## src/rtl/mshr_pkg.sv

```systemverilog
package mshr_pkg;

    typedef enum logic {
        DRAIN_IDLE = 1'b0,
        DRAIN_BUSY = 1'b1
    } drain_e;

    // Per-cycle events handed to the statistics block
    typedef struct packed {
        logic push;      // request accepted into some chain
        logic pop;       // one ID replayed
        logic merged;    // accepted request joined an existing chain
        logic serviced;  // fill activated a chain
    } evt_t;

    function automatic int unsigned idx_w(int unsigned n);
        return (n > 1) ? $clog2(n) : 1;
    endfunction

endpackage

```

## src/rtl/mshr_pick_first.sv

```systemverilog
module mshr_pick_first #(
    parameter int unsigned N  = 4,
    parameter int unsigned IW = 2
) (
    input  logic [N-1:0]  vec,
    output logic          any,
    output logic [IW-1:0] idx
);
    always_comb begin
        any = 1'b0;
        idx = '0;
        for (int i = N - 1; i >= 0; i--) begin
            if (vec[i]) begin
                any = 1'b1;
                idx = IW'(i);
            end
        end
    end
endmodule

```

## src/rtl/mshr_tag_match.sv

```systemverilog
module mshr_tag_match #(
    parameter int unsigned N     = 4,
    parameter int unsigned TAG_W = 32
) (
    input  logic                   clk,
    input  logic                   rst,
    input  logic [N-1:0]           ent_valid,
    input  logic [N-1:0][TAG_W-1:0] ent_tag,
    input  logic [TAG_W-1:0]       key,
    output logic [N-1:0]           eq
);
    for (genvar e = 0; e < N; e++) begin : g_cmp
        assign eq[e] = ent_valid[e] && (ent_tag[e] == key);
    end

    // a line address is held by at most one entry
    p_single_owner_r1: assert property (@(posedge clk) disable iff (rst)
        $onehot0(eq));
endmodule

```

## src/rtl/mshr_chain_store.sv

```systemverilog
module mshr_chain_store #(
    parameter int unsigned NUM_ENT     = 4,
    parameter int unsigned CHAIN_DEPTH = 4,
    parameter int unsigned ID_W        = 6,
    parameter int unsigned IW          = 2,
    parameter int unsigned CW          = 3
) (
    input  logic                          clk,
    input  logic                          rst,
    input  logic                          push,
    input  logic [IW-1:0]                 push_idx,
    input  logic [ID_W-1:0]               push_id,
    input  logic                          pop,
    input  logic [IW-1:0]                 pop_idx,
    output logic [NUM_ENT-1:0][CW-1:0]    count,
    output logic [NUM_ENT-1:0][ID_W-1:0]  head
);
    localparam int unsigned PW = mshr_pkg::idx_w(CHAIN_DEPTH);
    localparam logic [PW-1:0] LAST = PW'(CHAIN_DEPTH - 1);
    localparam logic [CW-1:0] FULL = CW'(CHAIN_DEPTH);

    for (genvar e = 0; e < NUM_ENT; e++) begin : g_chain
        logic [ID_W-1:0] slot [CHAIN_DEPTH];
        logic [PW-1:0]   rd_p, wr_p;
        logic [CW-1:0]   n;
        logic            do_push, do_pop;

        assign do_push = push && (push_idx == IW'(e));
        assign do_pop  = pop  && (pop_idx  == IW'(e));

        always_ff @(posedge clk) begin
            if (rst) begin
                rd_p <= '0;
                wr_p <= '0;
                n    <= '0;
            end else begin
                if (do_push) begin
                    slot[wr_p] <= push_id;
                    wr_p       <= (wr_p == LAST) ? '0 : wr_p + 1'b1;
                end
                if (do_pop) begin
                    rd_p <= (rd_p == LAST) ? '0 : rd_p + 1'b1;
                end
                n <= n + CW'(do_push) - CW'(do_pop);
            end
        end

        assign count[e] = n;
        assign head[e]  = slot[rd_p];

        // no chain takes an ID beyond its depth
        p_no_overflow_r3: assert property (@(posedge clk) disable iff (rst)
            do_push |-> (n != FULL || do_pop));
        // an empty chain is never read
        p_no_empty_pop_r5: assert property (@(posedge clk) disable iff (rst)
            do_pop |-> (n != '0));
    end
endmodule

```

## src/rtl/mshr_stats.sv

```systemverilog
module mshr_stats #(
    parameter int unsigned CNT_W = 16,
    parameter int unsigned UW    = 5
) (
    input  logic             clk,
    input  logic             rst,
    input  mshr_pkg::evt_t   ev,
    output logic [CNT_W-1:0] cnt_miss,
    output logic [CNT_W-1:0] cnt_merge,
    output logic [CNT_W-1:0] cnt_serviced,
    output logic [CNT_W-1:0] cnt_used,
    output logic [CNT_W-1:0] cnt_peak
);
    logic [UW-1:0] used_q, peak_q, used_d;

    assign used_d = used_q + UW'(ev.push) - UW'(ev.pop);

    always_ff @(posedge clk) begin
        if (rst) begin
            cnt_miss     <= '0;
            cnt_merge    <= '0;
            cnt_serviced <= '0;
            used_q       <= '0;
            peak_q       <= '0;
        end else begin
            cnt_miss     <= cnt_miss + CNT_W'(ev.push);
            cnt_merge    <= cnt_merge + CNT_W'(ev.push && ev.merged);
            cnt_serviced <= cnt_serviced + CNT_W'(ev.serviced);
            used_q       <= used_d;
            if (used_d > peak_q) peak_q <= used_d;
        end
    end

    assign cnt_used = CNT_W'(used_q);
    assign cnt_peak = CNT_W'(peak_q);

    // the live count never goes below zero
    p_no_underflow_r9: assert property (@(posedge clk) disable iff (rst)
        (ev.pop && !ev.push) |-> (used_q != '0));
    // the peak never trails the live count
    p_peak_bound_r9: assert property (@(posedge clk) disable iff (rst)
        peak_q >= used_q);
endmodule

```

## src/rtl/mshr_merge_table.sv

```systemverilog
module mshr_merge_table #(
    parameter int unsigned ADDR_W      = 32,
    parameter int unsigned ID_W        = 6,
    parameter int unsigned LINE_BYTES  = 64,
    parameter int unsigned NUM_ENT     = 4,
    parameter int unsigned CHAIN_DEPTH = 4,
    parameter int unsigned CNT_W       = 16
) (
    input  logic              clk,
    input  logic              rst,
    input  logic              req_valid,
    output logic              req_ready,
    input  logic [ID_W-1:0]   req_id,
    input  logic [ADDR_W-1:0] req_addr,
    output logic              req_pending,
    output logic              req_fwd,
    input  logic              fill_valid,
    output logic              fill_ready,
    input  logic [ADDR_W-1:0] fill_addr,
    input  logic              fill_wb,
    output logic              out_valid,
    input  logic              out_ready,
    output logic [ID_W-1:0]   out_id,
    output logic [ADDR_W-1:0] out_addr,
    output logic [CNT_W-1:0]  cnt_miss,
    output logic [CNT_W-1:0]  cnt_merge,
    output logic [CNT_W-1:0]  cnt_serviced,
    output logic [CNT_W-1:0]  cnt_used,
    output logic [CNT_W-1:0]  cnt_peak
);
    import mshr_pkg::*;

    localparam int unsigned IW = idx_w(NUM_ENT);
    localparam int unsigned CW = $clog2(CHAIN_DEPTH + 1);
    localparam int unsigned UW = $clog2(NUM_ENT * CHAIN_DEPTH + 1);
    localparam logic [ADDR_W-1:0] LINE_MASK = ~(ADDR_W'(LINE_BYTES - 1));
    localparam logic [CW-1:0] FULL = CW'(CHAIN_DEPTH);

    // Entry table
    logic [NUM_ENT-1:0]             ent_valid;
    logic [NUM_ENT-1:0][ADDR_W-1:0] ent_line;
    drain_e                         drain_q;
    logic [IW-1:0]                  act_idx;

    logic [ADDR_W-1:0] req_line, fill_line;
    logic [NUM_ENT-1:0] req_eq, fill_eq;
    logic req_hit, fill_hit, free_any;
    logic [IW-1:0] req_idx, fill_idx, free_idx;

    logic [NUM_ENT-1:0][CW-1:0]   chain_cnt;
    logic [NUM_ENT-1:0][ID_W-1:0] chain_head;

    logic push, pop, activate, release_act;
    logic [IW-1:0] push_idx;
    evt_t ev;

    assign req_line  = req_addr & LINE_MASK;
    assign fill_line = fill_addr & LINE_MASK;

    mshr_tag_match #(.N(NUM_ENT), .TAG_W(ADDR_W)) u_req_match (
        .clk(clk), .rst(rst), .ent_valid(ent_valid), .ent_tag(ent_line),
        .key(req_line), .eq(req_eq));

    mshr_tag_match #(.N(NUM_ENT), .TAG_W(ADDR_W)) u_fill_match (
        .clk(clk), .rst(rst), .ent_valid(ent_valid), .ent_tag(ent_line),
        .key(fill_line), .eq(fill_eq));

    mshr_pick_first #(.N(NUM_ENT), .IW(IW)) u_req_enc (
        .vec(req_eq), .any(req_hit), .idx(req_idx));

    mshr_pick_first #(.N(NUM_ENT), .IW(IW)) u_fill_enc (
        .vec(fill_eq), .any(fill_hit), .idx(fill_idx));

    mshr_pick_first #(.N(NUM_ENT), .IW(IW)) u_free_enc (
        .vec(~ent_valid), .any(free_any), .idx(free_idx));

    // Request side
    assign req_ready   = req_hit ? (chain_cnt[req_idx] != FULL) : free_any;
    assign req_pending = req_hit;
    assign push        = req_valid && req_ready;
    assign req_fwd     = push && !req_hit;
    assign push_idx    = req_hit ? req_idx : free_idx;

    // Fill side
    assign fill_ready = (drain_q == DRAIN_IDLE);
    assign activate   = fill_valid && fill_ready && !fill_wb && fill_hit;

    // Replay side
    assign out_valid   = (drain_q == DRAIN_BUSY);
    assign out_id      = chain_head[act_idx];
    assign out_addr    = ent_line[act_idx];
    assign pop         = out_valid && out_ready;
    assign release_act = pop && (chain_cnt[act_idx] == CW'(1))
                         && !(push && push_idx == act_idx);

    always_ff @(posedge clk) begin
        if (rst) begin
            ent_valid <= '0;
            ent_line  <= '0;
            drain_q   <= DRAIN_IDLE;
            act_idx   <= '0;
        end else begin
            if (push && !req_hit) begin
                ent_valid[free_idx] <= 1'b1;
                ent_line[free_idx]  <= req_line;
            end
            if (release_act) begin
                ent_valid[act_idx] <= 1'b0;
                drain_q            <= DRAIN_IDLE;
            end
            if (activate) begin
                drain_q <= DRAIN_BUSY;
                act_idx <= fill_idx;
            end
        end
    end

    mshr_chain_store #(
        .NUM_ENT(NUM_ENT), .CHAIN_DEPTH(CHAIN_DEPTH), .ID_W(ID_W),
        .IW(IW), .CW(CW)
    ) u_chains (
        .clk(clk), .rst(rst),
        .push(push), .push_idx(push_idx), .push_id(req_id),
        .pop(pop), .pop_idx(act_idx),
        .count(chain_cnt), .head(chain_head));

    assign ev.push     = push;
    assign ev.pop      = pop;
    assign ev.merged   = req_hit;
    assign ev.serviced = activate;

    mshr_stats #(.CNT_W(CNT_W), .UW(UW)) u_stats (
        .clk(clk), .rst(rst), .ev(ev),
        .cnt_miss(cnt_miss), .cnt_merge(cnt_merge), .cnt_serviced(cnt_serviced),
        .cnt_used(cnt_used), .cnt_peak(cnt_peak));

    // a data return must find its chain; only writeback returns may miss
    p_fill_known_r7: assert property (@(posedge clk) disable iff (rst)
        (fill_valid && fill_ready && !fill_wb) |-> fill_hit);
    // the active chain is never empty
    p_active_nonempty_r6: assert property (@(posedge clk) disable iff (rst)
        out_valid |-> (chain_cnt[act_idx] != '0));
    // a stalled replay holds its ID
    p_hold_replay_r5: assert property (@(posedge clk) disable iff (rst)
        (out_valid && !out_ready) |=> (out_valid && $stable(out_id)));
    // the active entry stays allocated while draining
    p_active_alloc_r4: assert property (@(posedge clk) disable iff (rst)
        out_valid |-> ent_valid[act_idx]);
endmodule

```

## config.mk

```make
export PLATFORM = sky130hd
export DESIGN_NAME = mshr_merge_table
export DESIGN_NICKNAME = d
export VERILOG_FILES = /design/src/rtl/mshr_pkg.sv /design/src/rtl/mshr_pick_first.sv /design/src/rtl/mshr_tag_match.sv /design/src/rtl/mshr_chain_store.sv /design/src/rtl/mshr_stats.sv /design/src/rtl/mshr_merge_table.sv
export SDC_FILE = /design/constraint.sdc
export NUM_CORES = 1
export LEC_CHECK = 0
export CAP_MARGIN = 10
export CORE_MARGIN = 2
export CORE_UTILIZATION = 55
export DETAILED_ROUTE_END_ITERATION = 7
export PLACE_DENSITY = 0.79
export SYNTH_ARGS = -nofsm -noshare
export SYNTH_HDL_FRONTEND = slang
export SYNTH_SLANG_ARGS = --single-unit
```

## constraint.sdc

```tcl
create_clock -name clk -period 15.62 [get_ports clk]
set_input_delay 3.124 -clock clk [delete_from_list [all_inputs] [get_ports clk]]
set_output_delay 3.124 -clock clk [all_outputs]
set_load 0.05 [all_outputs]
```

==> qor.csv <==
metric,value,unit
final_cell_mix,"dfxtp_1, nor2_1, xnor2_1",
antenna_found_initial,0,
drt_iter0_drc,1151,
drc_errors,0,
fin_util,0.650,
core_area,0.0289,sq mm
cts_made_buffers,31,
synth_cells,1490,
grtUsageTotal,0.298,
grt_pass1_vias,11700,
status,finished clean,
final_area,0.0188,sq mm
final_common_cell,dfxtp_1,
fin_crit_sh,0.654,
grt-ovfl-total,0,
worstPathArrival,7.09,ns
ys_ff_latch,301,
crit_path_start_kind,input pin,
cts_tree,done,
gp_congestion,1.04,
cp_cell_sequence,"clkdlybuf4s50_1, xnor2_1, nand4_1, nor4_1, o311ai_0, o31a_1, a211o_1, o21ai_0, clkdlybuf4s50_1",
yosysSeqAreaShare,0.432,
nets,1715,
slew_headroom,0.291,
synth-edff-count,96,
dp_hpwl,34300,microns
ys_warn_count,0,
worst_hold_slack,0.488,ns
hold_viol,0,
root_buffer,clkbuf_16,
grt_max_degree,134,
vias_per_cell,5.87,
wirelength,46100,microns
drive_above_1_share,0.0949,
diodes,0,
io_buffers,158,
criticalPathCategory,input pin to output port,
max_stage_delay,0.90,ns
fmax,0.0979,GHz
io_pins,199,
dpl_cell_area,0.0177,sq mm
hold_buffers,0,
die_w,175,microns
rsz0062_at_grt,false,
tns,0,ns
dieArea,0.0308,sq mm
first_pass_iters,5,
start_util,0.560,
clock_latency,0.58,ns
rows,62,
clock_skew,0.0217,ns
grt_pass1_wl,70100,microns
clk_path_buf_depth,3,
fill_cells,2238,
cp_max_fo,10,
rrSetupSlack,10.31,ns
cts_resized,0,
vias,11700,
hold_class,flip-flop to flip-flop,
die_y,175,microns
ir_drop,146,uV
fin_crit,10.22,ns
cts-htree-levels,1,
ys.flop_type,dfxtp_1,
synth-async-reset-ratio,0,
cts_setup_buffers,0,
power_density,105,mW/mm^2
setup_viol,0,
routedWlPerCell,23.1,microns
cp.required,12.50,ns
path_clk_slew,0.06,ns
cp_slowest_cell,nor4_1,
syn_avg_cell_area,10.9,sq um
tightest_slew,1.06,ns
cts.sinks,301,
synth_area,0.0162,sq mm
crit_path_frequent_cell,clkdlybuf4s50_1,
p_leak,0.00655,uW
ys_types,67,
endpoint_kind,output port,
postRouteAntennaNets,0,
maxCapViolCount,0,
slew_viol_final,0,
synthToLayoutAreaGrowth,16.0,%
## metal layers
metal | GRT usage | vias up | part of all wire
li1 | - | 5341 | -
met1 | 0.406 | 5762 | 0.42
met2 | 0.479 | 507 | 0.46
met3 | 0.0548 | 103 | 0.086
met4 | 0.105 | 0 | 0.037
met5 | 0 | - | 0
## cell families (layout without fill, tap and decap cells)
family,count (synthesis),count (layout),share of synthesized area
adder cells (fa/ha/maj),49,49,0.0402
multiplexers,178,178,0.155
AO/OA/AOI/OAI,49,49,0.0219
other,1,28,0.000232
flip-flops,301,301,0.432
XOR/XNOR,263,263,0.142
buffers and inverters,173,269,0.0545
AND/OR/NAND/NOR,476,476,0.154
## worst max-delay path, delay by kind of cell
family / cells / cell delay, ns
buffers and inverters: 2 / 1.75
AND/OR/NAND/NOR: 2 / 1.07
AO/OA/AOI/OAI: 4 / 0.92
XOR/XNOR: 1 / 0.21
## area by class of cell
type,count,area (sq um),share of cell area
tap,384,480,0.0256
sequential,301,6990,0.372
clock buffer,34,797,0.0425
multi-input combinational,1043,8420,0.449
clock inverter,22,239,0.0127
timing repair buffer,169,1670,0.0888
inverter,44,168,0.00894
## synthesized netlist by cell type, types with 4 or more instances
cell type	count	share of area
nor2_1	191	0.044
and3_1	14	0.0054
buf_1	8	0.0019
mux4_2	57	0.079
xnor2_1	174	0.094
and4_1	5	0.0027
a21oi_1	18	0.0056
nand2_1	29	0.0067
nand4_1	67	0.026
or3_1	4	0.0015
mux2i_1	117	0.072
buf_6	12	0.0084
ha_1	44	0.034
nor2b_1	17	0.0066
nand3_1	35	0.011
nand3b_1	4	0.0019
dfxtp_1	205	0.25
nand2b_1	10	0.0039
or4_1	7	0.0032
nor4_1	21	0.0081
o21ai_0	8	0.0025
buf_4	29	0.013
fa_1	5	0.0062
nor3_1	21	0.0065
inv_1	40	0.0093
and2_1	10	0.0039
clkbuf_1	55	0.013
edfxtp_1	96	0.18
or3b_2	6	0.0032
xor2_1	89	0.048
nor3b_1	18	0.0084
buf_2	25	0.0077
## metrics by stage
step	total power [uW]	instances	setup slack, ns
3_3_place_gp	1210	1941	5.58
5_1_grt	2030	1997	5.35
6_report	1970	1997	5.40
4_1_cts	1970	1997	5.58
3_5_place_dp	1220	1941	5.59
2_1_floorplan	1120	1517	6.71
## flip-flops by register name, summed over array words and instances (netlist names), named ones only
signal / flops
u_chains.g_chain.wr_p: 8
ent_line: 104
u_stats.used_q: 5
u_stats.peak_q: 5
u_stats.cnt_miss: 16
u_chains.g_chain.rd_p: 8
u_chains.g_chain.n: 12
u_chains.g_chain.slot: 96
u_stats.cnt_serviced: 16
out_valid: 1
act_idx: 2
ent_valid: 4
u_stats.cnt_merge: 16
## final timing paths
kind,endpoint,cells past startpoint,from
min reg2reg,u_chains.g_chain[3].rd_p[1]$_SDFFE_PP0P_,2,u_chains.g_chain[3].rd_p[1]$_SDFFE_PP0P_
max reg2reg,u_stats.peak_q[1]$_SDFFE_PP0N_,16,ent_line[70]$_SDFFE_PP0P_
min,u_chains.g_chain[3].rd_p[1]$_SDFFE_PP0P_,2,u_chains.g_chain[3].rd_p[1]$_SDFFE_PP0P_
max,req_ready,9,req_addr[25]
## where the power goes
part	internal (uW)	leakage (uW)	switching [uW]
clock	436	0.000509	319
combinational	139	0.00351	223
sequential	828	0.00253	22.9
Power figures use the tool's default switching activity.
